**config.mk**
```make
export PLATFORM = sky130hd
export DESIGN_NAME = fpdiv_sa_top
export DESIGN_NICKNAME = d
export VERILOG_FILES = /design/src/rtl/fpdiv_pkg.sv /design/src/rtl/fpdiv_pu_row.sv /design/src/rtl/fpdiv_mant_array.sv /design/src/rtl/fpdiv_exp_unit.sv /design/src/rtl/fpdiv_sa_top.sv
export SDC_FILE = /design/constraint.sdc
export NUM_CORES = 1
export LEC_CHECK = 0
export BUFFER_PORTS_ARGS = -buffer_cell sky130_fd_sc_hd__buf_2
export CORE_ASPECT_RATIO = 1.4
export CORE_UTILIZATION = 47
export CTS_CLUSTER_SIZE = 16
export DETAILED_ROUTE_END_ITERATION = 8
export PLACE_DENSITY = 0.66
export SETUP_SLACK_MARGIN = 0.2
export SLEW_MARGIN = 20
export SYNTH_ARGS = -nofsm -noshare
export SYNTH_HDL_FRONTEND = slang
export SYNTH_SLANG_ARGS = --single-unit
```
**constraint.sdc**
```tcl
create_clock -name clk -period 42.4 [get_ports clk]
set_clock_uncertainty 0.1 [all_clocks]
set_input_delay 10.6 -clock clk [delete_from_list [all_inputs] [get_ports clk]]
set_output_delay 10.6 -clock clk [all_outputs]
set_load 0.05 [all_outputs]
```
**src/rtl/fpdiv_pkg.sv**
```systemverilog
package fpdiv_pkg;
    localparam int EXP_W = 8;
    localparam int BIAS  = 127;
    localparam int EXP_MAX = (1 << EXP_W) - 1;
endpackage

```
**src/rtl/fpdiv_pu_row.sv**
```systemverilog
module fpdiv_pu_row #(
    parameter int MAN_W = 7
) (
    input  logic [MAN_W:0] rem_in,
    input  logic           dbit,
    input  logic [MAN_W:0] divisor,
    output logic           qbit,
    output logic [MAN_W:0] rem_out
);
    // Partial remainder shifted one place with the next dividend bit brought down.
    logic [MAN_W+1:0] shifted;
    logic [MAN_W+1:0] sub;

    always_comb begin
        shifted = {rem_in, dbit};
        sub     = shifted - {1'b0, divisor};
        // shifted < 2*divisor, so the top bit of sub is the borrow out.
        qbit    = ~sub[MAN_W+1];
        rem_out = qbit ? sub[MAN_W:0] : shifted[MAN_W:0];
    end
endmodule

```
**src/rtl/fpdiv_mant_array.sv**
```systemverilog
module fpdiv_mant_array #(
    parameter int MAN_W = 7
) (
    input  logic [MAN_W:0]   dividend,
    input  logic [MAN_W:0]   divisor,
    output logic [MAN_W+1:0] quot
);
    localparam int QW = MAN_W + 2;

    logic [MAN_W:0]  rem   [QW+1];
    logic [QW-1:0]   lowbits;

    // Remainder entering the first row: the dividend less its last bit.
    assign rem[0]  = {1'b0, dividend[MAN_W:1]};
    // Bits brought down, one per row, most significant first.
    assign lowbits = {dividend[0], {(QW-1){1'b0}}};

    for (genvar r = 0; r < QW; r++) begin : g_row
        fpdiv_pu_row #(.MAN_W(MAN_W)) u_row (
            .rem_in  (rem[r]),
            .dbit    (lowbits[QW-1-r]),
            .divisor (divisor),
            .qbit    (quot[QW-1-r]),
            .rem_out (rem[r+1])
        );
    end
endmodule

```
**src/rtl/fpdiv_exp_unit.sv**
```systemverilog
module fpdiv_exp_unit
    import fpdiv_pkg::*;
(
    input  logic [EXP_W-1:0] exp_a,
    input  logic [EXP_W-1:0] exp_b,
    input  logic             norm_hi,
    output logic [EXP_W-1:0] exp_res,
    output logic             under,
    output logic             over
);
    localparam int EW = EXP_W + 2;
    localparam logic [EW-1:0] BIAS_V = EW'(BIAS);
    localparam logic [EW-2:0] MAX_V  = (EW-1)'(EXP_MAX);

    logic [EW-1:0] e_full;

    always_comb begin
        // Difference, bias put back, and one taken off when the quotient is below 1.0.
        e_full  = {2'b00, exp_a} - {2'b00, exp_b} + BIAS_V - {{(EW-1){1'b0}}, ~norm_hi};
        under   = e_full[EW-1] | (e_full == '0);
        over    = ~e_full[EW-1] & (e_full[EW-2:0] >= MAX_V);
        exp_res = e_full[EXP_W-1:0];
    end
endmodule

```
**src/rtl/fpdiv_sa_top.sv**
```systemverilog
module fpdiv_sa_top
    import fpdiv_pkg::*;
#(
    parameter int MAN_W = 7
) (
    input  logic             clk,
    input  logic             rst_n,
    input  logic             in_valid,
    input  logic [MAN_W+8:0] in_a,
    input  logic [MAN_W+8:0] in_b,
    output logic             out_valid,
    output logic [MAN_W+8:0] out_q
);
    localparam int W  = 1 + EXP_W + MAN_W;
    localparam int QW = MAN_W + 2;

    typedef struct packed {
        logic         valid;
        logic [W-1:0] q;
    } state_t;

    state_t state_d, state_q;

    logic [EXP_W-1:0] ea, eb, exp_res;
    logic [MAN_W:0]   ma, mb;
    logic [QW-1:0]    qm;
    logic             sgn, under, over;

    assign ea  = in_a[W-2:MAN_W];
    assign eb  = in_b[W-2:MAN_W];
    assign ma  = {1'b1, in_a[MAN_W-1:0]};
    assign mb  = {1'b1, in_b[MAN_W-1:0]};
    assign sgn = in_a[W-1] ^ in_b[W-1];

    fpdiv_mant_array #(.MAN_W(MAN_W)) u_arr (
        .dividend (ma),
        .divisor  (mb),
        .quot     (qm)
    );

    fpdiv_exp_unit u_exp (
        .exp_a   (ea),
        .exp_b   (eb),
        .norm_hi (qm[QW-1]),
        .exp_res (exp_res),
        .under   (under),
        .over    (over)
    );

    always_comb begin
        state_d       = state_q;
        state_d.valid = in_valid;
        if (in_valid) begin
            if (eb == '0) begin
                state_d.q = {sgn, EXP_W'(EXP_MAX), {MAN_W{1'b0}}};
            end else if (ea == '0 || under) begin
                state_d.q = {sgn, {(W-1){1'b0}}};
            end else if (over) begin
                state_d.q = {sgn, EXP_W'(EXP_MAX), {MAN_W{1'b0}}};
            end else if (qm[QW-1]) begin
                state_d.q = {sgn, exp_res, qm[MAN_W:1]};
            end else begin
                state_d.q = {sgn, exp_res, qm[MAN_W-1:0]};
            end
        end
    end

    always_ff @(posedge clk) begin
        if (!rst_n) begin
            state_q <= '0;
        end else begin
            state_q <= state_d;
        end
    end

    assign out_valid = state_q.valid;
    assign out_q     = state_q.q;
endmodule

```
---- Word-level counts from Yosys, hierarchy flattened ----
Cells that the tools add are included.
cells by class
  magnitude comparators ................... 1
  $add $sub $neg .......................... 12
  reductions and logical operators ........ 4
  bitwise logic cells ..................... 12
  mux-type cells .......................... 12
operator list
  operator                                                                             count
  9-bit by 8-bit subtractor with 9-bit output                                          8
  8-bit two-way mux                                                                    8
  15-bit two-way mux                                                                   3
  8-bit by 8-bit subtractor with 9-bit output                                          2
  8-bit logical NOT                                                                    2
  10-bit by 7-bit adder with 10-bit output, second input constant                      1
  10-bit logical NOT                                                                   1
  10-bit by 1-bit subtractor with 10-bit output                                        1
  9-bit by 8-bit greater-or-equal comparator with 1-bit output, second input constant  1
  1-bit inverter                                                                       9
  7-bit two-way mux                                                                    1
  1-bit bitwise AND                                                                    1
  1-bit logical OR                                                                     1
  1-bit bitwise OR                                                                     1
  1-bit bitwise XOR                                                                    1
storage, ports and cells
  output and inout bits ................... 17
  logic and storage cells ................. 43
  input port bits ......................... 35
  register bits ........................... 17

---- Longest topological paths before layout ----
  word-level depth ........................ 22
  gate-level depth with buffers ........... 116
  mapped depth without buffers ............ 109

---- Hierarchy ----
A second synthesis with hierarchy kept.
unflattened totals
  cell total of the unflattened synthesis .. 702
  area, all modules ....................... 5925.7 µm²
modules (own cells, without submodules)
  module                                   instances  area each (µm²)  cells an instance
  fpdiv_pu_row (u_arr.g_row[0].u_row ...)  8          485.5            58
  fpdiv_sa_top                             1          778.2            81
  fpdiv_exp_unit                           1          724.4            94
  fpdiv_pu_row (u_arr.g_row[8].u_row)      1          535.5            62
  fpdiv_mant_array                         1          3.8              1

---- Least setup slack after synthesis ----
No wires, ideal clock.
  kind .................................... in2reg
  start ................................... in in_a[0]
  end ..................................... reg state_q (netlist bit out_q[0])
  stages .................................. 112
  slack ................................... 11597 ps
  setup time .............................. 122 ps
  arrival ................................. 30582 ps
  cells stage by stage .................... inv_1 > ha_1 > inv_1 > fa_1 > a21o_1 > a31o_1 > a21oi_1 > clkbuf_1 > mux2_2 > ha_1 > a211oi_1 > o21ai_0 > o21ai_0 > or4_4 > mux2i_2 > buf_4 > clkbuf_1 > mux2_2 > (+76 left out) > o21a_1 > o21ai_0 > nand2b_1 > a21oi_1 > a21oi_2 > xnor2_2 > buf_2 > o211ai_1 > o31ai_1 > ha_1 > a21o_1 > a21oi_1 > o21a_1 > a21oi_1 > and2_1 > mux2i_1 > xnor2_1 > o311a_1
on the way
  longest elaborated chain between the ends .. 22
  elaborated cells between the ends (all ways) .. 30
  those cells by class .................... add/sub (10); order compare (1); mux (12); bitwise (5); reduce/logical (2)
ends and longest elaborated chain
  item                                         line                text
  start, declared                              fpdiv_sa_top.sv:9   input logic [MAN_W+8:0] in_a,
  8-bit by 8-bit subtractor with 9-bit output  fpdiv_pu_row.sv:16  sub = shifted - {1'b0, divisor};
  8-bit two-way mux                            fpdiv_pu_row.sv:19  rem_out = qbit ? sub[MAN_W:0] : shifted[MAN_W:0];
  9-bit by 8-bit subtractor with 9-bit output  fpdiv_pu_row.sv:16
  8-bit two-way mux                            fpdiv_pu_row.sv:19
  9-bit by 8-bit subtractor with 9-bit output  fpdiv_pu_row.sv:16
  8-bit two-way mux                            fpdiv_pu_row.sv:19
  9-bit by 8-bit subtractor with 9-bit output  fpdiv_pu_row.sv:16
  8-bit two-way mux                            fpdiv_pu_row.sv:19
  (+6 left out)                                --
  9-bit by 8-bit subtractor with 9-bit output  fpdiv_pu_row.sv:16
  8-bit two-way mux                            fpdiv_pu_row.sv:19
  9-bit by 8-bit subtractor with 9-bit output  fpdiv_pu_row.sv:16
  1-bit inverter                               fpdiv_pu_row.sv:18  qbit = ~sub[MAN_W+1];
  7-bit two-way mux                            fpdiv_sa_top.sv:60  end else if (qm[QW-1]) begin
  15-bit two-way mux                           fpdiv_sa_top.sv:58  end else if (over) begin
  15-bit two-way mux (*)                       fpdiv_sa_top.sv:56  end else if (ea == '0 || under) begin
  15-bit two-way mux (*)                       fpdiv_sa_top.sv:54  if (eb == '0) begin
  end signal, assigned                         fpdiv_sa_top.sv:72  state_q <= state_d;
  end, declared                                fpdiv_sa_top.sv:22  state_t state_d, state_q;
Every way passes the cells marked *; elsewhere a longest branch is shown, timed or not.
A chain may end at the register's enable or synchronous reset.

---- Worst setup path in the final report ----
  start ................................... in in_b[0]
  end ..................................... reg state_q (netlist bit out_q[0])
on the way
  longest elaborated chain between the ends .. 22
  elaborated cells between the ends (all ways) .. 30
  those cells by class .................... add/sub (10); order compare (1); mux (12); bitwise (5); reduce/logical (2)
ends and longest elaborated chain
  item                                         line                text
  start, declared                              fpdiv_sa_top.sv:10  input logic [MAN_W+8:0] in_b,
  8-bit by 8-bit subtractor with 9-bit output  fpdiv_pu_row.sv:16
  8-bit two-way mux                            fpdiv_pu_row.sv:19
  9-bit by 8-bit subtractor with 9-bit output  fpdiv_pu_row.sv:16
  8-bit two-way mux                            fpdiv_pu_row.sv:19
  9-bit by 8-bit subtractor with 9-bit output  fpdiv_pu_row.sv:16
  8-bit two-way mux                            fpdiv_pu_row.sv:19
  9-bit by 8-bit subtractor with 9-bit output  fpdiv_pu_row.sv:16
  8-bit two-way mux                            fpdiv_pu_row.sv:19
  (+6 left out)                                --
  9-bit by 8-bit subtractor with 9-bit output  fpdiv_pu_row.sv:16
  8-bit two-way mux                            fpdiv_pu_row.sv:19
  9-bit by 8-bit subtractor with 9-bit output  fpdiv_pu_row.sv:16
  1-bit inverter                               fpdiv_pu_row.sv:18
  7-bit two-way mux                            fpdiv_sa_top.sv:60
  15-bit two-way mux                           fpdiv_sa_top.sv:58
  15-bit two-way mux (*)                       fpdiv_sa_top.sv:56
  15-bit two-way mux (*)                       fpdiv_sa_top.sv:54
Marks and branches as above.

==> impl_metrics.tcl <==
set metrics [dict create \
    status "finished clean" \
    clock_path_buffers 2 \
    routed_wl_microns 12500 \
    grt_overflow_total 0 \
    r2r_setup_slack_ns 41.43 \
    n_fill_cell 965 \
    ys_seq_elements 17 \
    synth_ff_type "dfxtp_1" \
    clk_pin_slew_worst_paths_ns 0.05 \
    dr.pass1.iters 4 \
    coreArea_sq_um 9620 \
    ios 52 \
    min_period_ns 33.28 \
    fmax_mhz 30.1 \
    hp-class "register to register" \
    grt_max_degree 25 \
    vias 4870 \
    nNetsFinal 806 \
    worst_ep_arrival_time_ns 33.31 \
    yosysUniqueCellTypes 65 \
    crit_top_cell "a21oi_1" \
    hold_depth 2 \
    critPathLaunchType "primary input" \
    crit_type "primary input to register" \
    clock_latency_ns 0.25 \
    numPortBuffers 51 \
    drcViolationCount 0 \
    grtUsageTotal 0.244 \
    cts_root_buf "clkbuf_16" \
    synth_edf_count 0 \
    antenna_found_initial 0 \
    critPathSlowestCell "xnor2_1" \
    yosysWarnings 0 \
    die_h_microns 120 \
    drv_cap 0 \
    worstHoldStart "out_q[2]$_SDFFE_PN0P_" \
    htree_num_levels 1 \
    viasPerCell 5.88 \
    die_area_sq_um 10400 \
    relSlewSlack 0.356 \
    synth_area_sq_um 4710 \
    hold_violations 0 \
    cp-end-kind "register" \
    initial_core_util 0.490 \
    rsz0062_at_grt "no" \
    ctsResizeCount 0 \
    wl_per_cell_microns 15.1 \
    fin_crit_sh 0.785 \
    cts_hold_buffers 0 \
    avgSynthCellArea_sq_um 7.19 \
    path_max_fanout 24 \
    slew_viol_final 0 \
    drtIter0Drc 205 \
    post-dp-hpwl_microns 10200 \
    rows 42 \
    synthArstFlopShare 0 \
    reg2reg_depth 2 \
    hold_end "out_q[2]$_SDFFE_PN0P_" \
    cts_tree "built" \
    ant_nets 0 \
    antennaDiodeCount 0 \
    setup_viol 0 \
    grt_pass1_wl_microns 20900 \
    numCtsBuffers 3 \
    rr_startpoint "out_q[0]$_SDFFE_PN0P_" \
    cts_setup_buffers 0 \
    r2r_end "out_q[0]$_SDFFE_PN0P_" \
    synth_nets 764 \
    area_delta_synth_final_pct 9.67 \
    globalplace.congestion 0.887 \
    max_stage_delay_ns 0.79 \
    syn_inst 655 \
    multiInputGateArea_sq_um 4100 \
    ff_latch_area_sq_um 340 \
    fp.dieW_microns 86.6 \
    grt_pass1_vias 4693 \
    drive_gt1_frac 0.125 \
    seq_area_frac_synth 0.0722 \
    tns_ns 0 \
    critical_path_required_ns 42.43 \
    cts.sinks 17 \
    worst_slew_pin_slew_ns 0.959 \
]
routing by layer:
layer | GRT usage | vias to the layer above | share of wire
met5 | 0 | - | 0
met4 | 0.0740 | 0 | 0.023
met3 | 0.0143 | 27 | 0.029
met2 | 0.460 | 103 | 0.52
met1 | 0.289 | 2275 | 0.43
li1 | - | 2465 | -
per-stage QoR:
stage               utilization  worst slack (ns)  area (sq um)  hold slack [ns]  cells
floorplan                     -             11.60          4710            0.568    655
global placement          0.529              9.83          5080            0.345    824
detailed placement        0.529              9.21          5080            0.355    824
CTS                       0.537              9.38          5160            0.363    828
global route              0.537              7.22          5170            0.389    828
finish                    0.537              9.12          5170            0.360    828
cell usage after synthesis (5+ instances only):
library cell	instances	area, sq um
inv_1	49	184
o22ai_1	9	56.3
a21o_1	32	240
o31ai_1	12	90.1
a21oi_1	51	255
dfxtp_1	17	340
a211oi_1	7	52.6
xor2_1	19	166
mux2_2	10	113
nor2_1	60	225
o21bai_1	14	105
nand2b_1	9	56.3
nor4_1	7	43.8
nand3_1	10	50.1
mux2i_1	14	140
or2_2	5	31.3
nor2b_1	10	62.6
a31oi_1	9	56.3
xnor2_1	30	263
and2_1	9	56.3
o211ai_1	6	45.0
nand2_1	56	210
ha_1	70	876
o21a_1	14	105
nor3_1	15	75.1
clkbuf_1	11	41.3
o21ai_0	35	175
worst max path at each step:
stage / from / endpoint / slack (ns) / cells after the start
after detailed placement: in_b[0] / out_q[0]$_SDFFE_PN0P_ / 9.21 / 103
after global placement: in_b[0] / out_q[0]$_SDFFE_PN0P_ / 9.83 / 105
after global routing: in_b[0] / out_q[0]$_SDFFE_PN0P_ / 7.22 / 109
after CTS: in_b[0] / out_q[0]$_SDFFE_PN0P_ / 9.38 / 103
after floorplan: in_a[0] / out_q[0]$_SDFFE_PN0P_ / 11.60 / 112
final: in_b[0] / out_q[0]$_SDFFE_PN0P_ / 9.12 / 107
layout by cell type (no fill, tap or decap), types with 4 or more instances in the layout:
cell type / instances
ha_1: 70
nor2_1: 60
nand2_1: 56
a21oi_1: 51
buf_2: 51
inv_1: 49
o21ai_0: 35
a21o_1: 32
xnor2_1: 30
xor2_1: 19
dfxtp_1: 17
nor3_1: 15
o21a_1: 14
o21bai_1: 14
mux2i_1: 13
o31ai_1: 12
mux2_2: 10
nand3_1: 10
nor2b_1: 10
and2_1: 9
nand2b_1: 9
o22ai_1: 9
a31oi_1: 9
nor4_1: 7
a211oi_1: 7
o211ai_1: 6
or2_2: 5
xnor2_2: 4
nor3b_1: 4
fa_1: 4
buf_4: 4
logic make-up (layout without fill, tap and decap cells):
group	after synthesis	in the layout	share of synthesized area
AO/OA/AOI/OAI	214	214	0.299
AND/OR/NAND/NOR	202	202	0.207
adder cells (fa/ha/maj)	74	74	0.203
buffers and inverters	70	111	0.0582
XOR/XNOR	53	53	0.105
multiplexers	25	25	0.0566
flip-flops	17	17	0.0722
worst max-delay path: cells and delay by family:
family	cells	cell delay (ns)
XOR/XNOR	7	2.19
buffers and inverters	6	1.33
adder cells (fa/ha/maj)	10	3.14
AND/OR/NAND/NOR	22	3.27
AO/OA/AOI/OAI	55	10.31
multiplexers	7	2.47
registers in the layout (all words and copies together), names as in the netlist:
signal	flops
out_valid	1
out_q	16
layout make-up:
type                       instances  share of cell area
sequential                        17              0.0659
inverter                          52              0.0378
tap                              132              0.0320
timing repair buffer              55              0.0552
clock buffer                       3              0.0145
clock inverter                     1            0.000969
multi-input combinational        568               0.794
Power is left out: the tool's default activity adds up to more than one toggle a clock period on the data nets, which glitch-free logic cannot reach.
